### src/rtl/pcif_pkg.sv
package pcif_pkg;
  localparam int ID_W    = 10;
  localparam int SW_N    = 16;
  localparam int PRIV_N  = 16;
  localparam int SWID_W  = 4;
  localparam logic [ID_W-1:0] NO_ID = 10'd1023;

  typedef enum logic [7:0] {
    OFS_CTL = 8'h00,
    OFS_SIG = 8'h60,
    OFS_HPP = 8'h68,
    OFS_RDY = 8'h6C,
    OFS_SET = 8'hA0,
    OFS_CLR = 8'hA4,
    OFS_EOI = 8'hB4
  } ofs_e;
endpackage

### src/rtl/pcif_sw_latch.sv
module pcif_sw_latch
  import pcif_pkg::*;
#(
  parameter int NUM_CPU = 4,
  parameter int CPU_ID  = 1
) (
  input  logic                        clk,
  input  logic                        rst_n,
  input  logic [NUM_CPU-1:0]          slot_valid,
  input  logic [NUM_CPU*NUM_CPU-1:0]  slot_mask,
  input  logic [NUM_CPU*SWID_W-1:0]   slot_id,
  input  logic                        clr_valid,
  input  logic [SWID_W-1:0]           clr_id,
  output logic [SW_N-1:0]             sw_pend
);
  logic [SW_N-1:0] set_vec;
  logic [SW_N-1:0] pend_d;
  logic            unused_mask;

  assign unused_mask = ^slot_mask;

  always_comb begin
    set_vec = '0;
    for (int s = 0; s < NUM_CPU; s++) begin
      if (slot_valid[s] && slot_mask[s*NUM_CPU+CPU_ID])
        set_vec[slot_id[s*SWID_W +: SWID_W]] = 1'b1;
    end
  end

  always_comb begin
    pend_d = sw_pend;
    if (clr_valid) pend_d[clr_id] = 1'b0;
    pend_d = pend_d | set_vec;
  end

  always_ff @(posedge clk or negedge rst_n) begin
    if (!rst_n) sw_pend <= '0;
    else        sw_pend <= pend_d;
  end

  // a latched request survives, even against a same-cycle acknowledge
  a_r10_set_wins: assert property (@(posedge clk) disable iff (!rst_n)
    (|set_vec) |=> ((sw_pend & $past(set_vec)) == $past(set_vec)));
  // acknowledge without a new latch clears the bit
  a_r10_ack_clears: assert property (@(posedge clk) disable iff (!rst_n)
    (clr_valid && !set_vec[clr_id]) |=> !sw_pend[$past(clr_id)]);
endmodule

### src/rtl/pcif_pick.sv
module pcif_pick
  import pcif_pkg::*;
#(
  parameter int N = 64
) (
  input  logic            clk,
  input  logic            rst_n,
  input  logic [N-1:0]    cand,
  output logic            any,
  output logic [ID_W-1:0] id
);
  always_comb begin
    any = 1'b0;
    id  = NO_ID;
    for (int i = N - 1; i >= 0; i--) begin
      if (cand[i]) begin
        any = 1'b1;
        id  = ID_W'(i);
      end
    end
  end

  // the chosen ID is a candidate and no lower ID is one
  a_r6_lowest_wins: assert property (@(posedge clk) disable iff (!rst_n)
    any |-> (cand[id[$clog2(N)-1:0]] && ((cand & ~({N{1'b1}} << id)) == '0)));
  // no candidate reports the empty code
  a_r8_empty_code: assert property (@(posedge clk) disable iff (!rst_n)
    (cand == '0) |-> (id == NO_ID));
endmodule

### src/rtl/pcif_state.sv
module pcif_state
  import pcif_pkg::*;
#(
  parameter int N = 64
) (
  input  logic            clk,
  input  logic            rst_n,
  input  logic            set_v,
  input  logic            clr_v,
  input  logic            eoi_v,
  input  logic [ID_W-1:0] wr_id,
  input  logic            ack_v,
  input  logic [ID_W-1:0] ack_id,
  output logic [N-1:0]    en,
  output logic [N-1:0]    act
);
  localparam int IW = $clog2(N);
  localparam logic [ID_W-1:0] N_ID = ID_W'(N);

  logic          id_ok;
  logic [IW-1:0] wix;
  logic [IW-1:0] aix;
  logic [N-1:0]  en_d;
  logic [N-1:0]  act_d;
  logic          unused_ack;

  assign id_ok      = (wr_id < N_ID);
  assign wix        = wr_id[IW-1:0];
  assign aix        = ack_id[IW-1:0];
  assign unused_ack = ^ack_id;

  always_comb begin
    en_d  = en;
    act_d = act;
    if (set_v && id_ok) en_d[wix]  = 1'b1;
    if (clr_v && id_ok) en_d[wix]  = 1'b0;
    if (eoi_v && id_ok) act_d[wix] = 1'b0;
    if (ack_v)          act_d[aix] = 1'b1;
  end

  always_ff @(posedge clk or negedge rst_n) begin
    if (!rst_n) begin
      en  <= '0;
      act <= '0;
    end else begin
      en  <= en_d;
      act <= act_d;
    end
  end

  // acknowledged ID is active in the following cycle
  a_r6_ack_marks_active: assert property (@(posedge clk) disable iff (!rst_n)
    ack_v |=> act[$past(aix)]);
  // completion clears the active bit unless re-acknowledged at once
  a_r7_eoi_clears: assert property (@(posedge clk) disable iff (!rst_n)
    (eoi_v && id_ok && !(ack_v && aix == wix)) |=> !act[$past(wix)]);
  // out-of-range IDs leave the enables untouched
  a_r3_range_ignored: assert property (@(posedge clk) disable iff (!rst_n)
    ((set_v || clr_v) && !id_ok) |=> (en == $past(en)));
endmodule

### src/rtl/percpu_intc_if.sv
module percpu_intc_if
  import pcif_pkg::*;
#(
  parameter int NUM_CPU    = 4,
  parameter int CPU_ID     = 1,
  parameter int NUM_SHARED = 32
) (
  input  logic                          clk,
  input  logic                          rst_n,
  input  logic                          bus_wr,
  input  logic                          bus_rd,
  input  logic [7:0]                    bus_addr,
  input  logic [31:0]                   bus_wdata,
  output logic [31:0]                   bus_rdata,
  input  logic [15:0]                   priv_req,
  input  logic [NUM_SHARED-1:0]         shared_req,
  input  logic [NUM_CPU-1:0]            ipi_in_valid,
  input  logic [NUM_CPU*NUM_CPU-1:0]    ipi_in_mask,
  input  logic [NUM_CPU*4-1:0]          ipi_in_id,
  output logic                          ipi_out_valid,
  output logic [NUM_CPU-1:0]            ipi_out_mask,
  output logic [3:0]                    ipi_out_id,
  output logic                          irq_out
);
  localparam int NUM_IDS = SW_N + PRIV_N + NUM_SHARED;
  localparam int IW      = $clog2(NUM_IDS);

  logic                 ctl_q, ctl_d;
  logic                 irq_d;
  logic [31:0]          rdata_d;
  logic                 ipv_d;
  logic [NUM_CPU-1:0]   ipm_d;
  logic [3:0]           ipid_d;
  logic                 wr_ctl, wr_sig, wr_set, wr_clr, wr_eoi;
  logic                 rd_ctl, rd_hpp, rd_rdy;
  logic [ID_W-1:0]      wr_id;
  logic [SW_N-1:0]      sw_pend;
  logic [NUM_IDS-1:0]   pending, en, act, cand;
  logic                 pick_any;
  logic [ID_W-1:0]      pick_id;
  logic                 ack_v;
  logic                 unused_wdata;

  assign unused_wdata = ^bus_wdata;
  assign wr_id  = bus_wdata[ID_W-1:0];
  assign wr_ctl = bus_wr && (bus_addr == OFS_CTL);
  assign wr_sig = bus_wr && (bus_addr == OFS_SIG);
  assign wr_set = bus_wr && (bus_addr == OFS_SET);
  assign wr_clr = bus_wr && (bus_addr == OFS_CLR);
  assign wr_eoi = bus_wr && (bus_addr == OFS_EOI);
  assign rd_ctl = bus_rd && (bus_addr == OFS_CTL);
  assign rd_hpp = bus_rd && (bus_addr == OFS_HPP);
  assign rd_rdy = bus_rd && (bus_addr == OFS_RDY);

  assign pending = {shared_req, priv_req, sw_pend};
  assign cand    = pending & en & ~act & {NUM_IDS{ctl_q}};
  assign ack_v   = rd_rdy && pick_any;

  pcif_sw_latch #(.NUM_CPU(NUM_CPU), .CPU_ID(CPU_ID)) u_sw (
    .clk        (clk),
    .rst_n      (rst_n),
    .slot_valid (ipi_in_valid),
    .slot_mask  (ipi_in_mask),
    .slot_id    (ipi_in_id),
    .clr_valid  (ack_v && (pick_id < ID_W'(SW_N))),
    .clr_id     (pick_id[3:0]),
    .sw_pend    (sw_pend)
  );

  pcif_pick #(.N(NUM_IDS)) u_pick (
    .clk   (clk),
    .rst_n (rst_n),
    .cand  (cand),
    .any   (pick_any),
    .id    (pick_id)
  );

  pcif_state #(.N(NUM_IDS)) u_state (
    .clk    (clk),
    .rst_n  (rst_n),
    .set_v  (wr_set),
    .clr_v  (wr_clr),
    .eoi_v  (wr_eoi),
    .wr_id  (wr_id),
    .ack_v  (ack_v),
    .ack_id (pick_id),
    .en     (en),
    .act    (act)
  );

  always_comb begin
    ctl_d   = wr_ctl ? bus_wdata[0] : ctl_q;
    irq_d   = pick_any;
    ipv_d   = wr_sig;
    ipm_d   = wr_sig ? bus_wdata[8 +: NUM_CPU] : ipi_out_mask;
    ipid_d  = wr_sig ? bus_wdata[3:0] : ipi_out_id;
    rdata_d = bus_rdata;
    if (bus_rd) begin
      rdata_d = '0;
      if (rd_ctl) rdata_d = {31'b0, ctl_q};
      if (rd_hpp) rdata_d = {pick_any, 21'b0, pick_id};
      if (rd_rdy) rdata_d = {22'b0, pick_id};
    end
  end

  always_ff @(posedge clk or negedge rst_n) begin
    if (!rst_n) begin
      ctl_q         <= 1'b0;
      irq_out       <= 1'b0;
      bus_rdata     <= '0;
      ipi_out_valid <= 1'b0;
      ipi_out_mask  <= '0;
      ipi_out_id    <= '0;
    end else begin
      ctl_q         <= ctl_d;
      irq_out       <= irq_d;
      bus_rdata     <= rdata_d;
      ipi_out_valid <= ipv_d;
      ipi_out_mask  <= ipm_d;
      ipi_out_id    <= ipid_d;
    end
  end

  // a disabled interface keeps the line low
  a_r4_gate_low: assert property (@(posedge clk) disable iff (!rst_n)
    (!ctl_q && !$past(ctl_q)) |-> !irq_out);
  // a broadcast pulse only follows a signal-register write
  a_r9_pulse_source: assert property (@(posedge clk) disable iff (!rst_n)
    ipi_out_valid |-> $past(bus_wr && bus_addr == OFS_SIG));
  // the acknowledged ID is never one that is already active
  a_r7_not_active: assert property (@(posedge clk) disable iff (!rst_n)
    ack_v |-> (!act[pick_id[IW-1:0]] && en[pick_id[IW-1:0]]));
endmodule

### config.mk
export PLATFORM = sky130hd
export DESIGN_NAME = percpu_intc_if
export DESIGN_NICKNAME = d
export VERILOG_FILES = /design/src/rtl/pcif_pkg.sv /design/src/rtl/pcif_sw_latch.sv /design/src/rtl/pcif_pick.sv /design/src/rtl/pcif_state.sv /design/src/rtl/percpu_intc_if.sv
export SDC_FILE = /design/constraint.sdc
export NUM_CORES = 1
export LEC_CHECK = 0
export BUFFER_PORTS_ARGS = -buffer_cell sky130_fd_sc_hd__clkbuf_2
export CORE_MARGIN = 10
export CORE_UTILIZATION = 30
export DETAILED_ROUTE_END_ITERATION = 12
export GPL_TIMING_DRIVEN = 1
export PLACE_DENSITY = 0.5
export SLEW_MARGIN = 25
export SYNTH_ARGS = -nofsm -noshare
export SYNTH_HDL_FRONTEND = slang
export SYNTH_SLANG_ARGS = --single-unit
### constraint.sdc
create_clock -name clk -period 2.7 [get_ports clk]
set_input_delay 0.405 -clock clk [delete_from_list [all_inputs] [get_ports clk]]
set_output_delay 0.405 -clock clk [all_outputs]
set_load 0.02 [all_outputs]
==> results.toml, run 1 <==
[sta]
fin_ws_ns = -0.297
hold_violations = 0
setup-violations-final = 71
max_clock_freq_mhz = 334
hold_ws_ns = 0.170
rsz0062_at_grt = "yes"
period_share_pct = 111
skew_ns = 0.0127
slew_headroom_pct = 49.3
post-route-min-period_ns = 3.00
drv_slew = 0
tightest_slew_ns = 0.758

[clock_tree]
ctsRootBufferMaster = "clkbuf_16"
cts_tree = "built"
h-tree-depth = 4
cts_sinks = 163
cts.path.max_buffers = 2
path_clk_slew_ns = 0.07
numCtsBuffers = 17
worstSkewPairLatency_ns = 0.43

[critical_path]
path_max_fanout = 23
max_stage_delay_ns = 0.52
critPathRequiredTime_ns = 3.05
cp_slowest_cell = "or4_4"
critical_path_class = "register to register"
path_cells = "buf_12 > nand4b_1 > nand2_1 > or4_4 > or3_4 > or2_4 > nor3_4 > or3b_4 > o21ai_2"
cp-end-kind = "register"
reg2reg_depth = 9
start_kind = "register"
crit_cells = 9
worst-path-buf-inv = 1
critPathTopFamily = "simple AND/OR/NAND/NOR gates"
crit_arrival_ns = 3.35

[synthesis]
ys_async_sr_fraction_pct = 100
synthTopCellsByCount = "163 x dfrtp_1, 135 x a21oi_1, 95 x nor2_1"
ys_ff_latch = 163
synth_top_area_share_pct = 44.5
synth_area_leader_cell = "dfrtp_1"
syn_inst = 1017
yosysMostFrequentCell = "dfrtp_1"
synth_edf_count = 0
synth.avg_cell_area_sq_um = 9.01
synth_area_leaders = "dfrtp_1 45%, a21oi_1 7.4%, nand4b_1 6.1%, o31ai_1 5.9%, nor2_1 3.9%"
ys_types = 72
ys_warn_count = 0
syn_area_sq_um = 9160
synth-main-ff-cell = "dfrtp_1"
yosysSeqAreaShare_pct = 44.5

[worst_hold_path]
holdCritPathClass = "input port to register"
whs_path_depth = 3

[floorplanning]
dieWidth_um = 195
start_util_pct = 30.7
die_height_um = 195
die-area_sq_um = 37900
fp-row-count = 63
core_area_sq_um = 29900
io_pins = 170

[global_routing]
grt_pass1_wl_um = 54700
grt_antenna_before_repair = 0
grt_max_degree = 65
grt_pass1_vias = 9015
track_usage_pct = 18.1
grt-ovfl-total = 0

[power_and_ir_drop]
power_leakage_nw = 5.55
cellPowerDensity_nw_per_um2 = 460
ir_drop_mv = 0.407

[placed_design]
dp_hpwl_um = 25000
routabilityCongestion = 0.920
portBuffers = 116

[cells_and_area]
area_growth_pct = 32.5
drive_above_1_share_pct = 29.8
fin_util_pct = 40.6
n_antenna_cell = 0
nets = 1353

[drt]
drc_errors = 0
num_vias = 9075
drt_iter0_drc = 789
wl_per_cell_um = 21.7
routed_wl_um = 35400
drtAntennaViolNets = 0
firstDrtPassIters = 5
routed_via_density = 5.57

[job]
maxCapViolations = 0

[outcome]
outcome = "complete, but fails checks"
violations = "setup timing"
## area by class of cell
| type | count | area [sq um] |
|---|---|---|
| Fill cell | 2945 | 17700 |
| Multi-Input combinational cell | 773 | 5000 |
| Sequential cell | 163 | 4080 |
| Timing Repair Buffer | 257 | 1870 |
| Tap cell | 390 | 488 |
| Clock buffer | 21 | 470 |
| Clock inverter | 11 | 174 |
| Inverter | 13 | 48.8 |
## power breakdown
group	total, W	internal [W]	switching (W)
Combinational	0.000422	0.000126	0.000296
Sequential	0.00248	0.00246	0.0000182
Clock	0.00268	0.00163	0.00105
Total	0.00558	0.00422	0.00136
## per-stage QoR
step	instance area [sq um]	cells	power, W	setup slack, ns	setup TNS, ns
after CTS	11900	1618	0.00562	-0.233	-8.38
after detailed placement	10900	1576	0.00294	-0.503	-28.06
after floorplan	9250	1037	0.00272	-0.110	-0.697
after global placement	10900	1576	0.00294	-0.493	-27.04
final	12100	1628	0.00558	-0.297	-8.12
after global routing	12100	1628	0.00576	-0.329	-14.05
## worst paths after layout
path	endpoint	start	slack, ns
hold / removal	ipi_out_mask[2]$_DFFE_PN0P_	bus_wdata[10]	0.17
hold reg to reg	ipi_out_mask[1]$_DFFE_PN0P_	ipi_out_mask[1]$_DFFE_PN0P_	0.48
min in group asynchronous	u_state.act[41]$_DFF_PN0_	rst_n	0.45
max in group asynchronous	u_state.en[59]$_DFF_PN0_	rst_n	1.42
setup / recovery	u_state.act[46]$_DFF_PN0_	ctl_q$_DFFE_PN0P_	-0.30
setup reg to reg	u_state.act[46]$_DFF_PN0_	ctl_q$_DFFE_PN0P_	-0.30
## cells by family (layout without fill, tap and decap cells)
family	Yosys count	in the layout	synth area share [%]
simple gates	396	396	25.3
compound gates	355	355	24.3
flops	163	163	44.5
buf+inv	101	302	5.70
other cells	1	21	0.0409
mux	1	1	0.123
## flip-flops by register name (all words and copies together), names as in the netlist
register	flops
ipi_out_valid	1
ipi_out_id	4
u_state.en	64
irq_out	1
bus_rdata	8
u_state.act	64
ipi_out_mask	4
ctl_q	1
u_sw.sw_pend	16
## worst min-delay path, cell delays in order
cell,delay (ns)
clkbuf_2,0.08
nand2_1,0.04
nand2_1,0.05
## repair_timing
| item | 4_1_cts | 5_1_grt |
|---|---|---|
| endpoints found under the hold margin | 35 | 0 |
| setup endpoints to repair | 76 | 75 |
| resized for setup | 65 | 64 |
| setup buffers | 9 | 10 |
| pin swaps | 13 | 10 |
| hold buffers | 1 | 0 |
## per-layer routing
metal  vias to the layer above  global-route usage, %  wire, um
met1                      4517                   24.4     16100
met5                         -                      0         0
li1                       4243                      -         -
met4                         0                   4.74       625
met3                        33                   2.89      1710
met2                       282                   29.4     16900
## cell usage in the layout (no fill, tap or decap), drive strengths merged, types with 4 or more instances in the layout
master   synthesis  routed
o21ai           68      68
inv             12      13
nor4             5       5
or3             12      12
a211o            5       5
nand3           30      30
nand4           15      15
and2             4       4
a2111oi          4       4
o211ai           4       4
o22ai           15      15
and4b           19      19
a21oi          135     135
buf             34     141
a221oi           4       4
o31ai           72      72
conb             1      21
nand2           79      79
nor2            96      96
o32ai            6       6
bufinv           0       4
a211oi           4       4
nor3            21      21
nor3b            4       4
nand3b          15      15
clkbuf          54     136
clkinv           1       4
a21o             5       5
nand2b          10      10
dfrtp          163     163
or2              5       5
o2bb2ai          4       4
nand4b          67      67
Note: power is estimated with default switching activity, not from simulation.
==> run 2: changes to the inputs <==
- CORE_ASPECT_RATIO: unset -> 0.75
==> results.toml, run 2 (synthesized netlist as in run 1, its figures left out) <==
[outcome]
outcome = "complete, but fails checks"
violations = "setup timing"

[global_routing]
grt_max_degree = 65
grt-ovfl-total = 0
grt_pass1_wl_um = 56300
grt_pass1_vias = 9167
grt_antenna_before_repair = 0
track_usage_pct = 19.0

[drt]
routed_wl_um = 36800
drc_errors = 0
routed_via_density = 5.55
firstDrtPassIters = 7
num_vias = 9118
wl_per_cell_um = 22.4
drt_iter0_drc = 875
drtAntennaViolNets = 0

[sta]
rsz0062_at_grt = "yes"
hold_violations = 0
period_share_pct = 111
slew_headroom_pct = 39.2
fin_ws_ns = -0.308
skew_ns = 0.0121
max_clock_freq_mhz = 332
setup-violations-final = 75
drv_slew = 0
hold_ws_ns = 0.160
tightest_slew_ns = 0.909
post-route-min-period_ns = 3.01

[job]
maxCapViolations = 0

[floorplanning]
core_area_sq_um = 30100
die_height_um = 171
io_pins = 170
die-area_sq_um = 38000
dieWidth_um = 222
start_util_pct = 30.4
fp-row-count = 55

[placed_design]
dp_hpwl_um = 26000
placed_cell_area_sq_um = 10900
pre_cts_slack_ns = -0.503
routabilityCongestion = 0.924
portBuffers = 116

[clock_tree]
ctsRootBufferMaster = "clkbuf_16"
cts.path.max_buffers = 2
cts_tree = "built"
numCtsBuffers = 17
path_clk_slew_ns = 0.07
cts_sinks = 163
worstSkewPairLatency_ns = 0.44
h-tree-depth = 4

[critical_path]
r2r_start = "ctl_q$_DFFE_PN0P_"
cp-end-kind = "register"
start_kind = "register"
reg2reg_depth = 10
reg2reg_setup_slack_ns = -0.31
critical_path_class = "register to register"
path_max_fanout = 16
timing.rr.end = "u_state.act[45]$_DFF_PN0_"
critPathRequiredTime_ns = 3.07
crit_arrival_ns = 3.38

[power_and_ir_drop]
swShare_pct = 25.1
intPower_w = 0.00417
combPwrFrac_pct = 7.9
ir_drop_mv = 0.407
power.switching_w = 0.00140
pwr-share-seq_pct = 44.5
cellPowerDensity_nw_per_um2 = 459
power_leakage_nw = 5.52
pwr-share-clk_pct = 47.6

[cells_and_area]
drive_above_1_share_pct = 30.2
final_common_cell = "dfrtp_1"
stdcell_area_sq_um = 12100
reg_top3 = "u_state.act x64, u_state.en x64, u_sw.sw_pend x16"
area_growth_pct = 32.4
fin_util_pct = 40.2
final_cell_mix = "162 x dfrtp_1, 132 x a21oi_1, 121 x buf_4"
nets = 1360
n_antenna_cell = 0

[worst_hold_path]
min_delay_worst_endpoint = "ipi_out_mask[3]$_DFFE_PN0P_"
whs_path_depth = 3
holdCritPathClass = "input port to register"
hold_start = "bus_wdata[11]"
==> run 2: cell count changes in the layout (fill, tap and decap cells not counted), moves of 2 or more <==
cell | previous run | this run
nor2_1 | 95 | 93
o31ai_2 | 4 | 2
buf_12 | 13 | 10
o21ai_0 | 17 | 21
nand3_2 | 2 | 4
o21ai_1 | 31 | 28
nand2_1 | 75 | 73
clkbuf_8 | 3 | 1
buf_4 | 112 | 121
o31ai_1 | 67 | 69
nand3_1 | 28 | 25
a31oi_2 | 0 | 2
a31oi_1 | 3 | 1
==> run 2: how the worst max path moves through the flow <==
stage,from,to,slack (ns),cells past startpoint
2_1_floorplan,ctl_q$_DFFE_PN0P_,u_state.act[46]$_DFF_PN0_,-0.11,11
3_3_place_gp,ctl_q$_DFFE_PN0P_,u_sw.sw_pend[13]$_DFF_PN0_,-0.52,11
3_5_place_dp,ctl_q$_DFFE_PN0P_,u_sw.sw_pend[13]$_DFF_PN0_,-0.50,11
4_1_cts,ctl_q$_DFFE_PN0P_,u_sw.sw_pend[13]$_DFF_PN0_,-0.28,10
5_1_grt,ctl_q$_DFFE_PN0P_,u_sw.sw_pend[13]$_DFF_PN0_,-0.37,11
6_report,ctl_q$_DFFE_PN0P_,u_state.act[45]$_DFF_PN0_,-0.31,10
==> run 2: final cells by class <==
type	instances	area, sq um
Clock inverter	12	181
Fill cell	3027	18000
Multi-Input combinational cell	774	4990
Clock buffer	19	443
Tap cell	399	499
Sequential cell	163	4080
Inverter	13	48.8
Timing Repair Buffer	263	1880
==> run 2: critical path: stages (launching register included) <==
cell	delay, ns
dfrtp_2	0.43
buf_12	0.16
buf_8	0.15
nand4b_1	0.16
nand2_2	0.09
or4_4	0.55
or3_4	0.36
or2_4	0.27
nor3_4	0.17
or3b_4	0.46
o21ai_2	0.13
==> run 2: what timing repair did <==
action	4_1_cts	5_1_grt
cloned	1	0
endpoints found under the hold margin	15	0
hold buffers	1	0
setup buffers	15	9
endpoints found under the setup margin	80	80
pin swaps	19	23
resized for setup	56	67
==> run 2: power by group through the flow <==
stage / registers [W] / clock network, W / logic [W]
6_report: 0.00248 / 0.00265 / 0.000438
5_1_grt: 0.00248 / 0.00280 / 0.000478
4_1_cts: 0.00248 / 0.00268 / 0.000434
3_5_place_dp: 0.00253 / 0 / 0.000426
3_3_place_gp: 0.00253 / 0 / 0.000423
2_1_floorplan: 0.00253 / 0 / 0.000194
==> run 2: routing by layer <==
layer	share of wire [%]	vias to the layer above	track usage (%)
met2	44	271	28.3
met5	0	-	0
met1	49	4565	27.6
li1	-	4252	-
met3	5.8	30	3.53
met4	1.3	0	4.60
==> run 2: stage by stage <==
step           TNS (ns)  total power, W  cells
5_1_grt          -20.56         0.00576   1643
2_1_floorplan    -0.697         0.00272   1037
3_5_place_dp     -27.26         0.00295   1586
6_report         -13.43         0.00557   1643
4_1_cts          -14.40         0.00560   1634
3_3_place_gp     -29.14         0.00295   1586
